===== config.mk =====
export PLATFORM = sky130hd
export DESIGN_NAME = ivr_writer
export DESIGN_NICKNAME = d
export VERILOG_FILES = /design/src/rtl/ivr_pkg.sv /design/src/rtl/ivr_regs.sv /design/src/rtl/ivr_seq.sv /design/src/rtl/ivr_writer.sv
export SDC_FILE = /design/constraint.sdc
export NUM_CORES = 1
export LEC_CHECK = 0
export BUFFER_PORTS_ARGS = -buffer_cell sky130_fd_sc_hd__buf_2
export CAP_MARGIN = 10
export CORE_ASPECT_RATIO = 0.5
export CORE_UTILIZATION = 30
export DETAILED_ROUTE_END_ITERATION = 6
export SLEW_MARGIN = 30
export SYNTH_ARGS = -nofsm -noshare
export SYNTH_HDL_FRONTEND = slang
export SYNTH_SLANG_ARGS = --single-unit

===== constraint.sdc =====
create_clock -name clk -period 3.8 [get_ports clk]
set_clock_uncertainty 0.05 [all_clocks]
set_input_delay 0.38 -clock clk [delete_from_list [all_inputs] [get_ports clk]]
set_output_delay 0.38 -clock clk [all_outputs]
set_load 0.01 [all_outputs]

===== src/rtl/ivr_pkg.sv =====
`timescale 1ns/1ps
package ivr_pkg;
    localparam int WORD_W    = 32;
    localparam int VEC_BYTES = 16;
    localparam int SZ_W      = 5;
    localparam int RA_W      = 3;

    localparam logic [RA_W-1:0] REG_CTRL = 3'd0;
    localparam logic [RA_W-1:0] REG_BASE = 3'd1;
    localparam logic [RA_W-1:0] REG_RPTR = 3'd2;
    localparam logic [RA_W-1:0] REG_WPTR = 3'd3;
    localparam logic [RA_W-1:0] REG_WBLO = 3'd4;
    localparam logic [RA_W-1:0] REG_WBHI = 3'd5;

    localparam int CB_RING_EN = 0;
    localparam int CB_IRQ_EN  = 1;
    localparam int CB_WB_EN   = 2;
    localparam int CB_SIZE_LO = 8;
    localparam int CB_BUSY    = 16;
    localparam int CB_OVF     = 31;

    typedef enum logic [2:0] {
        ST_IDLE,
        ST_WORD0,
        ST_WORD1,
        ST_WORD2,
        ST_WORD3,
        ST_WRITEBACK
    } seq_state_t;

    typedef struct packed {
        logic [15:0] pasid;
        logic [7:0]  vm;
        logic [7:0]  ring;
        logic [27:0] data;
        logic [7:0]  src;
    } ivec_t;
endpackage


===== src/rtl/ivr_regs.sv =====
`timescale 1ns/1ps
module ivr_regs
    import ivr_pkg::*;
#(
    parameter int PTR_W = 18,
    parameter int AW    = 40
) (
    input  logic              clk,
    input  logic              rst_n,
    input  logic              reg_wr,
    input  logic [RA_W-1:0]   reg_addr,
    input  logic [WORD_W-1:0] reg_wdata,
    output logic [WORD_W-1:0] reg_rdata,
    input  logic              db_valid,
    input  logic [PTR_W-1:0]  db_ptr,
    input  logic [PTR_W-1:0]  wptr,
    input  logic              ovf,
    input  logic              busy,
    output logic              ring_en,
    output logic              irq_en,
    output logic              wb_en,
    output logic [PTR_W-1:0]  ptr_mask,
    output logic [PTR_W-1:0]  rptr,
    output logic [AW-9:0]     base,
    output logic [AW-1:0]     wb_addr,
    output logic              clr_ptrs,
    output logic              ovf_clr
);
    localparam int HI_W = AW - WORD_W;

    logic [SZ_W-1:0]   size_q;
    logic [WORD_W-1:0] wblo_q;
    logic [HI_W-1:0]   wbhi_q;
    logic [PTR_W:0]    span;
    logic wr_ctrl, wr_base, wr_rptr, wr_wblo, wr_wbhi;

    assign wr_ctrl = reg_wr && (reg_addr == REG_CTRL);
    assign wr_base = reg_wr && (reg_addr == REG_BASE);
    assign wr_rptr = reg_wr && (reg_addr == REG_RPTR);
    assign wr_wblo = reg_wr && (reg_addr == REG_WBLO);
    assign wr_wbhi = reg_wr && (reg_addr == REG_WBHI);

    assign clr_ptrs = wr_ctrl && !reg_wdata[CB_RING_EN];
    assign ovf_clr  = wr_ctrl && reg_wdata[CB_OVF];

    // ring length in bytes is 4 * 2^size; pointers stay 16-byte aligned
    assign span     = (PTR_W+1)'(1) << ({1'b0, size_q} + 6'd2);
    assign ptr_mask = (span[PTR_W-1:0] - PTR_W'(1)) & ~PTR_W'(VEC_BYTES - 1);
    assign wb_addr  = {wbhi_q, wblo_q};

    always_ff @(posedge clk or negedge rst_n) begin
        if (!rst_n) begin
            ring_en <= 1'b0;
            irq_en  <= 1'b0;
            wb_en   <= 1'b0;
            size_q  <= '0;
        end else if (wr_ctrl) begin
            ring_en <= reg_wdata[CB_RING_EN];
            irq_en  <= reg_wdata[CB_RING_EN] & reg_wdata[CB_IRQ_EN];
            wb_en   <= reg_wdata[CB_WB_EN];
            size_q  <= reg_wdata[CB_SIZE_LO +: SZ_W];
        end
    end

    always_ff @(posedge clk or negedge rst_n) begin
        if (!rst_n) begin
            base   <= '0;
            wblo_q <= '0;
            wbhi_q <= '0;
        end else begin
            if (wr_base) base   <= reg_wdata[AW-9:0];
            if (wr_wblo) wblo_q <= reg_wdata;
            if (wr_wbhi) wbhi_q <= reg_wdata[HI_W-1:0];
        end
    end

    always_ff @(posedge clk or negedge rst_n) begin
        if (!rst_n)        rptr <= '0;
        else if (clr_ptrs) rptr <= '0;
        else if (wr_rptr)  rptr <= reg_wdata[PTR_W-1:0] & ptr_mask;
        else if (db_valid) rptr <= db_ptr & ptr_mask;
    end

    always_comb begin
        reg_rdata = '0;
        unique case (reg_addr)
            REG_CTRL: begin
                reg_rdata[CB_RING_EN]             = ring_en;
                reg_rdata[CB_IRQ_EN]              = irq_en;
                reg_rdata[CB_WB_EN]               = wb_en;
                reg_rdata[CB_SIZE_LO +: SZ_W]     = size_q;
                reg_rdata[CB_BUSY]                = busy;
            end
            REG_BASE: reg_rdata[AW-9:0] = base;
            REG_RPTR: reg_rdata[PTR_W-1:0] = rptr;
            REG_WPTR: begin
                reg_rdata[PTR_W-1:0] = wptr;
                reg_rdata[CB_OVF]    = ovf;
            end
            REG_WBLO: reg_rdata = wblo_q;
            REG_WBHI: reg_rdata[HI_W-1:0] = wbhi_q;
            default:  reg_rdata = '0;
        endcase
    end

    // a disabling write leaves enables and read pointer cleared
    a_r7_disable_clears: assert property (@(posedge clk) disable iff (!rst_n)
        clr_ptrs |=> (rptr == '0 && !ring_en && !irq_en));

    // a lone doorbell loads the masked value
    a_r8_doorbell_load: assert property (@(posedge clk) disable iff (!rst_n)
        (db_valid && !wr_rptr && !clr_ptrs) |=>
            (rptr == ($past(db_ptr) & $past(ptr_mask))));
endmodule


===== src/rtl/ivr_seq.sv =====
`timescale 1ns/1ps
module ivr_seq
    import ivr_pkg::*;
#(
    parameter int PTR_W = 18,
    parameter int AW    = 40
) (
    input  logic              clk,
    input  logic              rst_n,
    input  logic              ring_en,
    input  logic              wb_en,
    input  logic              clr,
    input  logic              ovf_clr,
    input  logic [PTR_W-1:0]  ptr_mask,
    input  logic [PTR_W-1:0]  rptr,
    input  logic [AW-9:0]     base,
    input  logic [AW-1:0]     wb_addr,
    input  logic              ev_valid,
    input  ivec_t             ev_vec,
    output logic              ev_ready,
    output logic              mem_valid,
    input  logic              mem_ready,
    output logic [AW-1:0]     mem_addr,
    output logic [WORD_W-1:0] mem_data,
    output logic [PTR_W-1:0]  wptr,
    output logic              ovf,
    output logic              busy
);
    seq_state_t state_q, state_d;
    ivec_t      vec_q;
    logic [PTR_W-1:0] wptr_nx;
    logic [1:0]       word_idx;
    logic             use_wb;
    logic             last_done;
    logic [AW-1:0]    ring_addr;

    assign wptr_nx   = (wptr + PTR_W'(VEC_BYTES)) & ptr_mask;
    assign last_done = (state_q == ST_WORD3) && mem_ready;
    assign ring_addr = {base, 8'h00} + AW'(wptr);
    assign mem_addr  = use_wb ? wb_addr : ring_addr + AW'({word_idx, 2'b00});
    assign busy      = (state_q != ST_IDLE);

    // state register
    always_ff @(posedge clk or negedge rst_n) begin
        if (!rst_n) state_q <= ST_IDLE;
        else        state_q <= state_d;
    end

    // next state
    always_comb begin
        state_d = state_q;
        unique case (state_q)
            ST_IDLE:      if (ring_en && ev_valid) state_d = ST_WORD0;
            ST_WORD0:     if (mem_ready) state_d = ST_WORD1;
            ST_WORD1:     if (mem_ready) state_d = ST_WORD2;
            ST_WORD2:     if (mem_ready) state_d = ST_WORD3;
            ST_WORD3:     if (mem_ready) state_d = wb_en ? ST_WRITEBACK : ST_IDLE;
            ST_WRITEBACK: if (mem_ready) state_d = ST_IDLE;
            default:      state_d = ST_IDLE;
        endcase
        if (clr) state_d = ST_IDLE;
    end

    // outputs per state
    always_comb begin
        ev_ready  = 1'b0;
        mem_valid = 1'b0;
        mem_data  = '0;
        word_idx  = 2'd0;
        use_wb    = 1'b0;
        unique case (state_q)
            ST_IDLE: ev_ready = ring_en && !clr;
            ST_WORD0: begin
                mem_valid     = 1'b1;
                word_idx      = 2'd0;
                mem_data[7:0] = vec_q.src;
            end
            ST_WORD1: begin
                mem_valid      = 1'b1;
                word_idx       = 2'd1;
                mem_data[27:0] = vec_q.data;
            end
            ST_WORD2: begin
                mem_valid = 1'b1;
                word_idx  = 2'd2;
                mem_data  = {vec_q.pasid, vec_q.vm, vec_q.ring};
            end
            ST_WORD3: begin
                mem_valid = 1'b1;
                word_idx  = 2'd3;
            end
            ST_WRITEBACK: begin
                mem_valid             = 1'b1;
                use_wb                = 1'b1;
                mem_data[PTR_W-1:0]   = wptr;
                mem_data[CB_OVF]      = ovf;
            end
            default: ;
        endcase
    end

    always_ff @(posedge clk or negedge rst_n) begin
        if (!rst_n)                    vec_q <= '0;
        else if (ev_valid && ev_ready) vec_q <= ev_vec;
    end

    always_ff @(posedge clk or negedge rst_n) begin
        if (!rst_n) begin
            wptr <= '0;
            ovf  <= 1'b0;
        end else if (clr) begin
            wptr <= '0;
            ovf  <= 1'b0;
        end else begin
            if (last_done) wptr <= wptr_nx;
            if (last_done && (wptr_nx == rptr)) ovf <= 1'b1;
            else if (ovf_clr)                   ovf <= 1'b0;
        end
    end

    // request held steady under back-pressure
    a_r11_hold_request: assert property (@(posedge clk) disable iff (!rst_n)
        (mem_valid && !mem_ready && !clr) |=>
            (mem_valid && $stable(mem_addr) && $stable(mem_data)));

    // one vector moves the pointer by 16 within the ring
    a_r3_advance: assert property (@(posedge clk) disable iff (!rst_n)
        (last_done && !clr) |=>
            (wptr == (($past(wptr) + PTR_W'(VEC_BYTES)) & $past(ptr_mask))));

    // overflow flag is sticky
    a_r4_sticky: assert property (@(posedge clk) disable iff (!rst_n)
        (ovf && !ovf_clr && !clr) |=> ovf);

    // an accepted event starts the first word
    a_r12_accept_starts: assert property (@(posedge clk) disable iff (!rst_n)
        (ev_valid && ev_ready) |=> (state_q == ST_WORD0 && mem_valid));
endmodule


===== src/rtl/ivr_writer.sv =====
`timescale 1ns/1ps
module ivr_writer
    import ivr_pkg::*;
#(
    parameter int PTR_W = 18,
    parameter int AW    = 40
) (
    input  logic          clk,
    input  logic          rst_n,
    input  logic          ev_valid,
    output logic          ev_ready,
    input  logic [7:0]    ev_src,
    input  logic [27:0]   ev_data,
    input  logic [7:0]    ev_ring,
    input  logic [7:0]    ev_vm,
    input  logic [15:0]   ev_pasid,
    output logic          mem_valid,
    input  logic          mem_ready,
    output logic [AW-1:0] mem_addr,
    output logic [31:0]   mem_data,
    input  logic          reg_wr,
    input  logic [2:0]    reg_addr,
    input  logic [31:0]   reg_wdata,
    output logic [31:0]   reg_rdata,
    input  logic          db_valid,
    input  logic [31:0]   db_data,
    output logic          irq
);
    logic             ring_en, irq_en, wb_en, clr_ptrs, ovf_clr, ovf, seq_busy, busy;
    logic [PTR_W-1:0] ptr_mask, rptr, wptr;
    logic [AW-9:0]    base;
    logic [AW-1:0]    wb_addr;
    ivec_t            ev_vec;
    logic             unused_db_bits;

    assign ev_vec         = {ev_pasid, ev_vm, ev_ring, ev_data, ev_src};
    assign busy           = seq_busy | (ev_valid & ring_en);
    assign unused_db_bits = ^db_data[31:PTR_W];
    assign irq            = ring_en & irq_en & ((rptr != wptr) | ovf);

    ivr_regs #(.PTR_W(PTR_W), .AW(AW)) u_regs (
        .clk       (clk),
        .rst_n     (rst_n),
        .reg_wr    (reg_wr),
        .reg_addr  (reg_addr),
        .reg_wdata (reg_wdata),
        .reg_rdata (reg_rdata),
        .db_valid  (db_valid),
        .db_ptr    (db_data[PTR_W-1:0]),
        .wptr      (wptr),
        .ovf       (ovf),
        .busy      (busy),
        .ring_en   (ring_en),
        .irq_en    (irq_en),
        .wb_en     (wb_en),
        .ptr_mask  (ptr_mask),
        .rptr      (rptr),
        .base      (base),
        .wb_addr   (wb_addr),
        .clr_ptrs  (clr_ptrs),
        .ovf_clr   (ovf_clr)
    );

    ivr_seq #(.PTR_W(PTR_W), .AW(AW)) u_seq (
        .clk       (clk),
        .rst_n     (rst_n),
        .ring_en   (ring_en),
        .wb_en     (wb_en),
        .clr       (clr_ptrs),
        .ovf_clr   (ovf_clr),
        .ptr_mask  (ptr_mask),
        .rptr      (rptr),
        .base      (base),
        .wb_addr   (wb_addr),
        .ev_valid  (ev_valid),
        .ev_vec    (ev_vec),
        .ev_ready  (ev_ready),
        .mem_valid (mem_valid),
        .mem_ready (mem_ready),
        .mem_addr  (mem_addr),
        .mem_data  (mem_data),
        .wptr      (wptr),
        .ovf       (ovf),
        .busy      (seq_busy)
    );

    // pending entries with both enables raise the line
    a_r9_irq_pending: assert property (@(posedge clk) disable iff (!rst_n)
        (ring_en && irq_en && (rptr != wptr)) |-> irq);

    // no interrupt without both enables
    a_r9_irq_gated: assert property (@(posedge clk) disable iff (!rst_n)
        irq |-> (ring_en && irq_en));
endmodule


==> results.json, run 1 <==
{
  "status": "complete, no violations",
  "final_antenna_net_count": 0,
  "avgSynthCellArea_um2": 9.92,
  "crit_buf_inv": 1,
  "regArea_mm2": 0.00451,
  "grt_max_degree": 87,
  "synth.distinct_cells": 76,
  "synth_top_flop_cell": "dfrtp_1",
  "grt_pass1_wl_um": 56100,
  "multi_input_area_mm2": 0.00616,
  "drt_wl_total_um": 37800,
  "yosys_register_bits": 180,
  "syn_nets": 1267,
  "power-per-cell-area_mw_per_mm2": 600,
  "hold_path.class": "input port to flip-flop",
  "grt_pass1_vias": 9183,
  "coreArea_mm2": 0.0360,
  "clkLatencyLatePin_ns": 0.46,
  "placed_area_mm2": 0.0128,
  "worstPathCellList": "ha_1 > and3_1 > a2111oi_4 > a21oi_1 > a41o_1 > and4_1 > xnor2_1 > o21ai_0 > buf_2",
  "wl_per_cell_um": 20.8,
  "finalHoldViolCount": 0,
  "critPathArrivalTime_ns": 3.25,
  "mostFrequentLayoutCell": "buf_2",
  "place_ws_ns": 0.509,
  "routed_via_density": 5.20,
  "path_max_fanout": 10,
  "cellLeakagePower_nw": 5.98,
  "fin_crit_ns": 3.68,
  "critical_path_class": "flip-flop to output pin",
  "cts_sinks": 180,
  "drc": 0,
  "crit_family": "compound AO/OA/AOI/OAI gates",
  "dieHeight_um": 138,
  "nFillCells": 3679,
  "die_x_um": 273,
  "drt_iter0_drc": 849,
  "vdd_drop_max_uv": 335,
  "yosys_warnings": 0,
  "synth_area_mm2": 0.0110,
  "max_cap_violations": 0,
  "worst_pin_slew_ns": 0.834,
  "root_buffer": "clkbuf_16",
  "post-route-period-util": 0.968,
  "row_count": 49,
  "synth_edf_count": 0,
  "dr_total_vias": 9451,
  "critPathLaunchType": "flip-flop",
  "path_clk_slew_ns": 0.08,
  "syn2layout_area_growth_pct": 21.8,
  "initial_core_util": 0.306,
  "htree_levels": 4,
  "final_layout_size_suffix_gt1_frac": 0.358,
  "layout_common_cells": "228 x buf_2, 179 x dfrtp_1, 147 x mux2_2",
  "end_kind": "output pin",
  "max_freq_ghz": 0.272,
  "numCtsBuffers": 17,
  "grtUsageTotal": 0.199,
  "report.final.slew_viol_count": 0,
  "relSlewSlack": 0.444,
  "firstDrtPassIters": 5,
  "fin_ws_ns": 0.122,
  "fp.dieArea_mm2": 0.0375,
  "yosysSeqAreaShare": 0.409,
  "crit_path_max_incr_delay_ns": 0.48,
  "async_reset_ff_frac": 1.00,
  "antenna_found_initial": 1,
  "fin_area_mm2": 0.0134,
  "fin_tns_setup_ns": 0,
  "overflow": 0,
  "fin_nets": 1474,
  "crit_slowest_cell": "a2111oi_4",
  "crit_required_ns": 3.37,
  "setup_violations": 0,
  "gp_congestion": 0.947,
  "syn_inst": 1111,
  "pin_count": 248,
  "hpwl_um": 28000,
  "clockBufferDepth": 2,
  "cts_tree": "done",
  "io_buffers": 229
}
through the flow:
step | cells | utilization | hold slack [ns] | power [mW]
5_1_grt | 1815 | 0.372 | 0.0883 | 8.55
6_report | 1816 | 0.372 | 0.0960 | 8.06
4_1_cts | 1813 | 0.371 | 0.0797 | 8.10
3_3_place_gp | 1780 | 0.355 | 0.429 | 6.24
2_1_floorplan | 1111 | - | 0.0344 | 5.04
3_5_place_dp | 1780 | 0.355 | 0.437 | 6.29
worst reg2reg max path, cell delays in order (launching register included):
cell       delay, ns
dfrtp_1         0.64
ha_1            0.39
buf_4           0.21
or4b_4          0.52
a21oi_2         0.18
a2111oi_1       0.12
and3_4          0.22
a2111oi_4       0.26
nand4_1         0.14
o41ai_2         0.34
path summary, 6_finish.rpt:
path,endpoint,depth (start not counted),startpoint,slack [ns]
worst min register to register,u_seq.vec_q[66],1,u_seq.vec_q[66],0.46
worst max register to register,u_seq.ovf,9,u_regs.size_q[2],0.63
max in group asynchronous,u_regs.base[11],3,rst_n,2.23
worst max-delay path,mem_addr[35],9,u_regs.base[4],0.12
min in group asynchronous,u_regs.wblo_q[26],2,rst_n,0.50
worst min-delay path,u_seq.vec_q[63],2,ev_pasid[11],0.1
layout make-up:
| type | instances | share of cell area |
|---|---|---|
| multi-input combinational | 831 | 0.459 |
| sequential | 180 | 0.336 |
| timing repair buffer | 270 | 0.113 |
| tap | 484 | 0.0451 |
| clock buffer | 18 | 0.0320 |
| clock inverter | 14 | 0.0104 |
| inverter | 18 | 0.00503 |
| antenna | 1 | 0.000186 |
routing by layer:
layer,track usage,part of all wire,wire [um],up-vias
met5,0,0,0,-
met4,0.0841,0.034,1300,0
met3,0.0345,0.053,1990,70
met2,0.317,0.46,17400,310
met1,0.268,0.45,17100,4633
li1,-,-,-,4438
cells in the mapped netlist, drive strengths merged (3+ instances only):
library cell  instances  area share
a2111oi               4      0.0056
a211oi                6      0.0041
a21o                  5      0.0034
a21oi                52       0.024
a221oi                3      0.0024
a22o                  4      0.0032
a22oi                37       0.025
a31oi                 3      0.0017
and2                 10      0.0057
and3                 21       0.012
and4                  3      0.0024
buf                  35       0.016
clkbuf               47       0.016
dfrtp               180        0.41
ha                   14       0.016
inv                  17      0.0058
mux2                147        0.15
mux2i                50       0.045
mux4                  4      0.0082
nand2                97       0.033
nand2b                8      0.0045
nand3                14      0.0068
nand4                14      0.0079
nor2                 88       0.030
nor2b                11      0.0062
nor3                 17      0.0082
nor4                  5      0.0028
nor4b                 4      0.0051
o21a                  4      0.0027
o21ai                64       0.029
o22ai                21       0.012
o31ai                13      0.0089
or2                   5      0.0028
or3                   5      0.0028
or4                   3      0.0020
xnor2                24       0.019
xor2                 37       0.029
registers in the layout, indices dropped and copies added, names as in the netlist:
signal and count:
u_regs.wbhi_q 8, u_regs.wb_en 1, u_seq.wptr 14, u_seq.state_q 3
u_regs.wblo_q 32, u_regs.base 32, u_regs.ring_en 1, u_regs.size_q 5
u_regs.rptr 14, u_seq.vec_q 68, u_regs.irq_en 1, u_seq.ovf 1
where the power goes:
| group | leakage, nW | total (mW) | switching, mW | internal (mW) |
|---|---|---|---|---|
| registers | 2.20 | 3.17 | 0.639 | 2.53 |
| logic | 3.50 | 3.10 | 1.64 | 1.47 |
| clock network | 0.279 | 1.79 | 0.864 | 0.925 |
| total | 5.98 | 8.06 | 3.14 | 4.92 |
logic make-up after synthesis:
logic type,synth area share
flops,0.409
mux,0.204
xor+xnor,0.0485
compound gates,0.143
simple gates,0.140
buf+inv,0.0382
fa+ha+maj,0.0177
what timing repair did:
action                                  CTS  global route
cloned                                    0             0
hold buffers                              1             0
gates resized for setup                   1             3
endpoints found under the setup margin    2            22
endpoints found under the hold margin    37             0
pin swaps                                 0             0
buffers inserted                          0             2
Power figures use the tool's default switching activity.
==> inputs of run 2 (changes only) <==
MAX_ROUTING_LAYER = met4   (was unset)
==> run 2 against run 1 <==
Net effect:
- combinational power is essentially flat
- cell area about the same
- core utilization about the same
- worst setup slack better by 0.042 ns
- critical path type unchanged
==> results.json, run 2 (same netlist as run 1, synthesis figures left out) <==
{
  "pwr-share-seq": 0.393,
  "grt_pass1_wl_um": 56100,
  "status": "complete, no violations",
  "relSlewSlack": 0.448,
  "fp.dieArea_mm2": 0.0375,
  "worstRegToRegCells": 9,
  "crit_required_ns": 3.37,
  "row_count": 49,
  "final_util": 0.372,
  "power-per-cell-area_mw_per_mm2": 599,
  "largest_register_ffs": 68,
  "r2r_end": "u_seq.ovf",
  "routed_via_density": 5.23,
  "final_layout_size_suffix_gt1_frac": 0.358,
  "die_x_um": 273,
  "worstPathCellList": "ha_1 > and3_1 > a2111oi_4 > a21oi_1 > a41o_2 > and4_1 > xnor2_1 > o21ai_0 > buf_2",
  "critPathArrivalTime_ns": 3.21,
  "crit_family": "compound AO/OA/AOI/OAI gates",
  "pwr-share-comb": 0.386,
  "htree_levels": 4,
  "critPathLaunchType": "flip-flop",
  "pin_count": 248,
  "p_sw_mw": 3.13,
  "swShare": 0.389,
  "firstDrtPassIters": 5,
  "hpwl_um": 28000,
  "reg2reg_slack_ns": 0.62,
  "path_max_fanout": 10,
  "grt_max_degree": 87,
  "post-route-period-util": 0.957,
  "gp_congestion": 0.965,
  "syn2layout_area_growth_pct": 21.9,
  "worst_pin_slew_ns": 0.827,
  "nFillCells": 3679,
  "top_register": "u_seq.vec_q",
  "min_from": "ev_data[16]",
  "mostFrequentLayoutCell": "buf_2",
  "grtUsageMet1": 0.269,
  "finalHoldViolCount": 0,
  "cellLeakagePower_nw": 5.98,
  "initial_core_util": 0.306,
  "coreArea_mm2": 0.0360,
  "clockBufferDepth": 2,
  "grt_pass1_vias": 9196,
  "io_buffers": 229,
  "rsz0062_at_grt": "false",
  "reg.largest.list": "u_seq.vec_q (68), u_regs.base (32), u_regs.wblo_q (32)",
  "min_to": "u_seq.vec_q[24]",
  "whs_path_depth": 2,
  "use_met3": 0.0359,
  "drt_iter0_drc": 798,
  "fin_tns_setup_ns": 0,
  "met2_usage": 0.317,
  "drc": 0,
  "top_usage_layer": "met2",
  "dr_total_vias": 9500,
  "r2r_start": "u_regs.size_q[2]",
  "cts_tree": "done",
  "internal-power_mw": 4.92,
  "max_cap_violations": 0,
  "hold_path.class": "input port to flip-flop",
  "report.final.slew_viol_count": 0,
  "wl_per_cell_um": 20.8,
  "grtUsageTotal": 0.205,
  "final_antenna_net_count": 0,
  "numCtsBuffers": 17,
  "multi_input_area_mm2": 0.00616,
  "fin_nets": 1474,
  "drt_wl_total_um": 37800,
  "crit_path_max_incr_delay_ns": 0.49,
  "clkLatencyLatePin_ns": 0.46,
  "overflow": 0,
  "layout_common_cells": "228 x buf_2, 179 x dfrtp_1, 147 x mux2_2",
  "path_clk_slew_ns": 0.08,
  "fin_crit_ns": 3.64,
  "max_freq_ghz": 0.275,
  "clkPwrFrac": 0.221,
  "cts_sinks": 180,
  "antenna_found_initial": 1,
  "setup_violations": 0,
  "dieHeight_um": 138,
  "root_buffer": "clkbuf_16",
  "crit_slowest_cell": "a2111oi_4",
  "regArea_mm2": 0.00451,
  "crit_buf_inv": 1,
  "critical_path_class": "flip-flop to output pin",
  "end_kind": "output pin",
  "vdd_drop_max_uv": 332
}
==> run 2: cell counts in the layout (fill, tap and decap cells not counted) <==
No cell type changed its count.
==> run 2: power groups by stage <==
stage | Combinational [mW] | Sequential, mW | Clock, mW
finish | 3.11 | 3.16 | 1.78
global route | 3.40 | 3.26 | 1.90
CTS | 3.12 | 3.15 | 1.83
detailed placement | 3.10 | 3.19 | 0
global placement | 3.07 | 3.17 | 0
floorplan | 2.19 | 2.86 | 0
==> run 2: timing repair <==
item                       in CTS  in global routing
setup endpoints to repair       2                 22
setup buffers                   0                  2
hold endpoints to repair       37                  0
pin swaps                       0                  0
gates resized for setup         1                  4
hold buffers                    1                  0
==> run 2: metal layers <==
metal	wire [um]	share of wire
met3	2040	0.054
met2	17600	0.46
met5	0	0
met4	1220	0.032
met1	16900	0.45
==> run 2: area by class of cell <==
type / count / area share
Inverter: 18 / 0.00503
Clock buffer: 18 / 0.0320
Timing Repair Buffer: 270 / 0.113
Antenna cell: 1 / 0.000186
Multi-Input combinational cell: 831 / 0.459
Clock inverter: 14 / 0.0104
Tap cell: 484 / 0.0451
Sequential cell: 180 / 0.336
==> run 2: worst register-to-register path, cell delays in order (launching register included) <==
cell and delay (ns):
dfrtp_1 0.65, ha_1 0.39, buf_4 0.21, or4b_4 0.53, a21oi_2 0.17, a2111oi_1 0.12
and3_4 0.22, a2111oi_4 0.27, nand4_1 0.14, o41ai_2 0.34
==> run 2: metrics by stage <==
step	std cells	total power [mW]	hold WS, ns	setup slack, ns	area, um^2
6_report	1816	8.05	0.0995	0.165	13400
4_1_cts	1813	8.10	0.0797	0.0258	13400
5_1_grt	1816	8.56	0.0840	0.0113	13400
3_3_place_gp	1780	6.24	0.429	0.536	12800
3_5_place_dp	1780	6.29	0.437	0.509	12800
2_1_floorplan	1111	5.04	0.0344	0.759	11000
==> run 2: worst max-delay path by stage <==
stage                               from           end  cells past startpoint
final                     u_regs.base[4]  mem_addr[35]                      9
after global routing      u_regs.base[0]  mem_addr[30]                     11
after CTS                 u_regs.base[4]  mem_addr[35]                      9
after detailed placement  u_regs.base[0]  mem_addr[38]                     11
after global placement    u_regs.base[0]  mem_addr[30]                     11
after floorplan           u_seq.wptr[12]  mem_addr[35]                      9
==> inputs of run 3 (changes only) <==
ABC_AREA = 1   (was unset)
==> run 3 against run 2 <==
Net effect:
- the flow now finishes with violations (hold timing)
- largest power group is now combinational logic
- register-to-register slack better by 0.52 ns
- die area is 3.6% lower
- sequential share of layout area is 1.1 points higher
- critical endpoint is now mem_addr[20]
- sequential cell count stayed put
- critical path type unchanged
- worst setup slack better by 0.017 ns
==> results.json, run 3 <==
{
  "status": "finished, violations left",
  "violations": "hold timing",
  "crit_family": "adder cells",
  "wl_per_cell_um": 19.4,
  "hold_path.class": "input port to asynchronous set/reset pin",
  "synth_edf_count": 0,
  "crit_buf_inv": 4,
  "yosysSeqAreaShare": 0.424,
  "end_kind": "output pin",
  "yosys_warnings": 0,
  "fp.dieArea_mm2": 0.0362,
  "routed_via_density": 5.05,
  "vdd_drop_max_uv": 369,
  "firstDrtPassIters": 5,
  "setup_violations": 0,
  "critPathMostFrequentCell": "inv_1",
  "report.final.slew_viol_count": 0,
  "hpwl_um": 30400,
  "crit_required_ns": 3.37,
  "grtUsageMet1": 0.294,
  "cellLeakagePower_nw": 6.37,
  "met2_usage": 0.343,
  "syn_nets": 1488,
  "gp_congestion": 0.997,
  "max_freq_ghz": 0.276,
  "drt_iter0_drc": 1022,
  "placed_area_mm2": 0.0123,
  "largest_register_ffs": 68,
  "finalNonFillerCells": 2045,
  "critPathLaunchType": "flip-flop",
  "worstPathCellList": "ha_1 > inv_1 > fa_1 > inv_1 > nand3_1 > nand2_1 > a21oi_1 > o21ai_2 > a21oi_2 > nor3_4 > buf_4 > xnor2_1 > o21ai_1 > buf_2",
  "crit_slowest_cell": "dfrtp_2",
  "synth_top_area_share": 0.424,
  "cts_hold_buffers": 0,
  "avgSynthCellArea_um2": 7.97,
  "mostFrequentLayoutCell": "nand2_1",
  "synth_area_leader_cell": "dfrtp_1",
  "whs_ns": -0.0377,
  "top_register": "u_seq.vec_q",
  "numCtsBuffers": 17,
  "coreArea_mm2": 0.0347,
  "syn2layout_area_growth_pct": 22.4,
  "top_usage_layer": "met2",
  "dr_total_vias": 10325,
  "max_cap_violations": 0,
  "async_reset_ff_frac": 1.00,
  "synth_area_mm2": 0.0106,
  "antenna_found_initial": 4,
  "critical_path_class": "flip-flop to output pin",
  "root_buffer": "clkbuf_16",
  "relSlewSlack": 0.405,
  "syn_inst": 1332,
  "dieHeight_um": 135,
  "clkLatencyLatePin_ns": 0.45,
  "grt_pass1_vias": 9632,
  "final_layout_size_suffix_gt1_frac": 0.226,
  "cts_sinks": 180,
  "grt_pass1_wl_um": 58200,
  "fin_area_mm2": 0.0130,
  "path_max_fanout": 6,
  "die_x_um": 268,
  "row_count": 48,
  "io_buffers": 229,
  "initial_core_util": 0.306,
  "clockBufferDepth": 2,
  "synth.most_common_cell": "nand2_1",
  "grt_max_degree": 104,
  "critPathArrivalTime_ns": 3.19,
  "finalHoldViolCount": 11,
  "power-per-cell-area_mw_per_mm2": 671,
  "grtUsageTotal": 0.224,
  "fin_crit_ns": 3.62,
  "htree_levels": 4,
  "synth_common_cells": "331 x nand2_1, 180 x dfrtp_1, 153 x o21ai_0",
  "path_clk_slew_ns": 0.07,
  "overflow": 0,
  "cts_tree": "done",
  "synth.distinct_cells": 52,
  "reg.largest.list": "u_seq.vec_q (68), u_regs.base (32), u_regs.wblo_q (32)",
  "final_antenna_net_count": 0,
  "pin_count": 248,
  "synth_top_flop_cell": "dfrtp_1",
  "post-route-period-util": 0.952,
  "fin_nets": 1708,
  "ys_top_cells_by_area": "dfrtp_1 42%, nand2_1 12%, o21ai_0 7.2%",
  "worst_pin_slew_ns": 0.892,
  "drc": 0,
  "use_met3": 0.0423,
  "drt_wl_total_um": 39700,
  "dp.cells": 2004,
  "layout_common_cells": "329 x nand2_1, 228 x buf_2, 178 x dfrtp_1",
  "yosys_register_bits": 180,
  "crit_path_max_incr_delay_ns": 0.44
}
-- run 3: report_power, final --
| part | internal [mW] | switching, mW | leakage (nW) | total (mW) |
|---|---|---|---|---|
| logic | 1.42 | 2.31 | 3.87 | 3.73 |
| clock network | 0.993 | 0.835 | 0.280 | 1.83 |
| registers | 2.56 | 0.595 | 2.22 | 3.16 |
| total | 4.97 | 3.74 | 6.37 | 8.71 |
-- run 3: area by class of cell --
class | count | area, um^2
fill | 3707 | 21700
multi-input combinational | 940 | 5300
sequential | 180 | 4510
timing repair buffer | 256 | 1400
tap | 475 | 594
inverter | 157 | 593
clock buffer | 18 | 439
clock inverter | 14 | 149
antenna | 5 | 12.5
-- run 3: path summary, 6_finish.rpt --
path	from	to	cells after the start	slack [ns]
setup reg to reg	u_regs.size_q[1]	u_seq.ovf	12	1.14
min in group clk	ev_data[22]	u_seq.vec_q[30]	2	0.08
hold reg to reg	u_regs.wblo_q[31]	u_regs.wblo_q[31]	2	0.44
hold / removal	rst_n	u_regs.wblo_q[30]	1	-0.04
max in group asynchronous	rst_n	u_seq.vec_q[22]	2	2.78
setup / recovery	u_seq.wptr[8]	mem_addr[20]	14	0.18
-- run 3: cells by family (layout without fill, tap and decap cells) --
| kind of cell | count (synthesis) | count (layout) | synth area share |
|---|---|---|---|
| and+or+nand+nor | 534 | 534 | 0.214 |
| AOI/OAI and AO/OA | 288 | 288 | 0.164 |
| muxes | 66 | 66 | 0.0699 |
| other | 0 | 5 | 0 |
| DFF | 180 | 180 | 0.424 |
| adders and majority gates | 15 | 15 | 0.0184 |
| xor gates and xnor gates | 37 | 37 | 0.0305 |
| buffers and inverters | 212 | 445 | 0.0791 |
-- run 3: timing repair --
action	4_1_cts	5_1_grt
setup endpoints to repair	0	3
buffers inserted	0	4
gates resized for setup	0	3
-- run 3: stage by stage --
stage / util / hold WS [ns] / setup WS [ns] / total power [mW] / setup TNS (ns)
after floorplan: - / 0.0344 / 1.21 / 5.30 / 0
after global placement: 0.356 / 0.419 / 0.621 / 6.84 / 0
after detailed placement: 0.356 / 0.424 / 0.590 / 6.87 / 0
after CTS: 0.373 / 0.00216 / 0.0915 / 8.71 / 0
after global routing: 0.375 / 0.0246 / -0.0151 / 9.25 / -0.0251
final: 0.375 / -0.0377 / 0.182 / 8.71 / 0
-- run 3: routing by layer --
layer / vias to the layer above / share of wire
met3: 60 / 0.065
met5: - / 0
met2: 362 / 0.47
met1: 4983 / 0.44
met4: 0 / 0.030
li1: 4920 / -
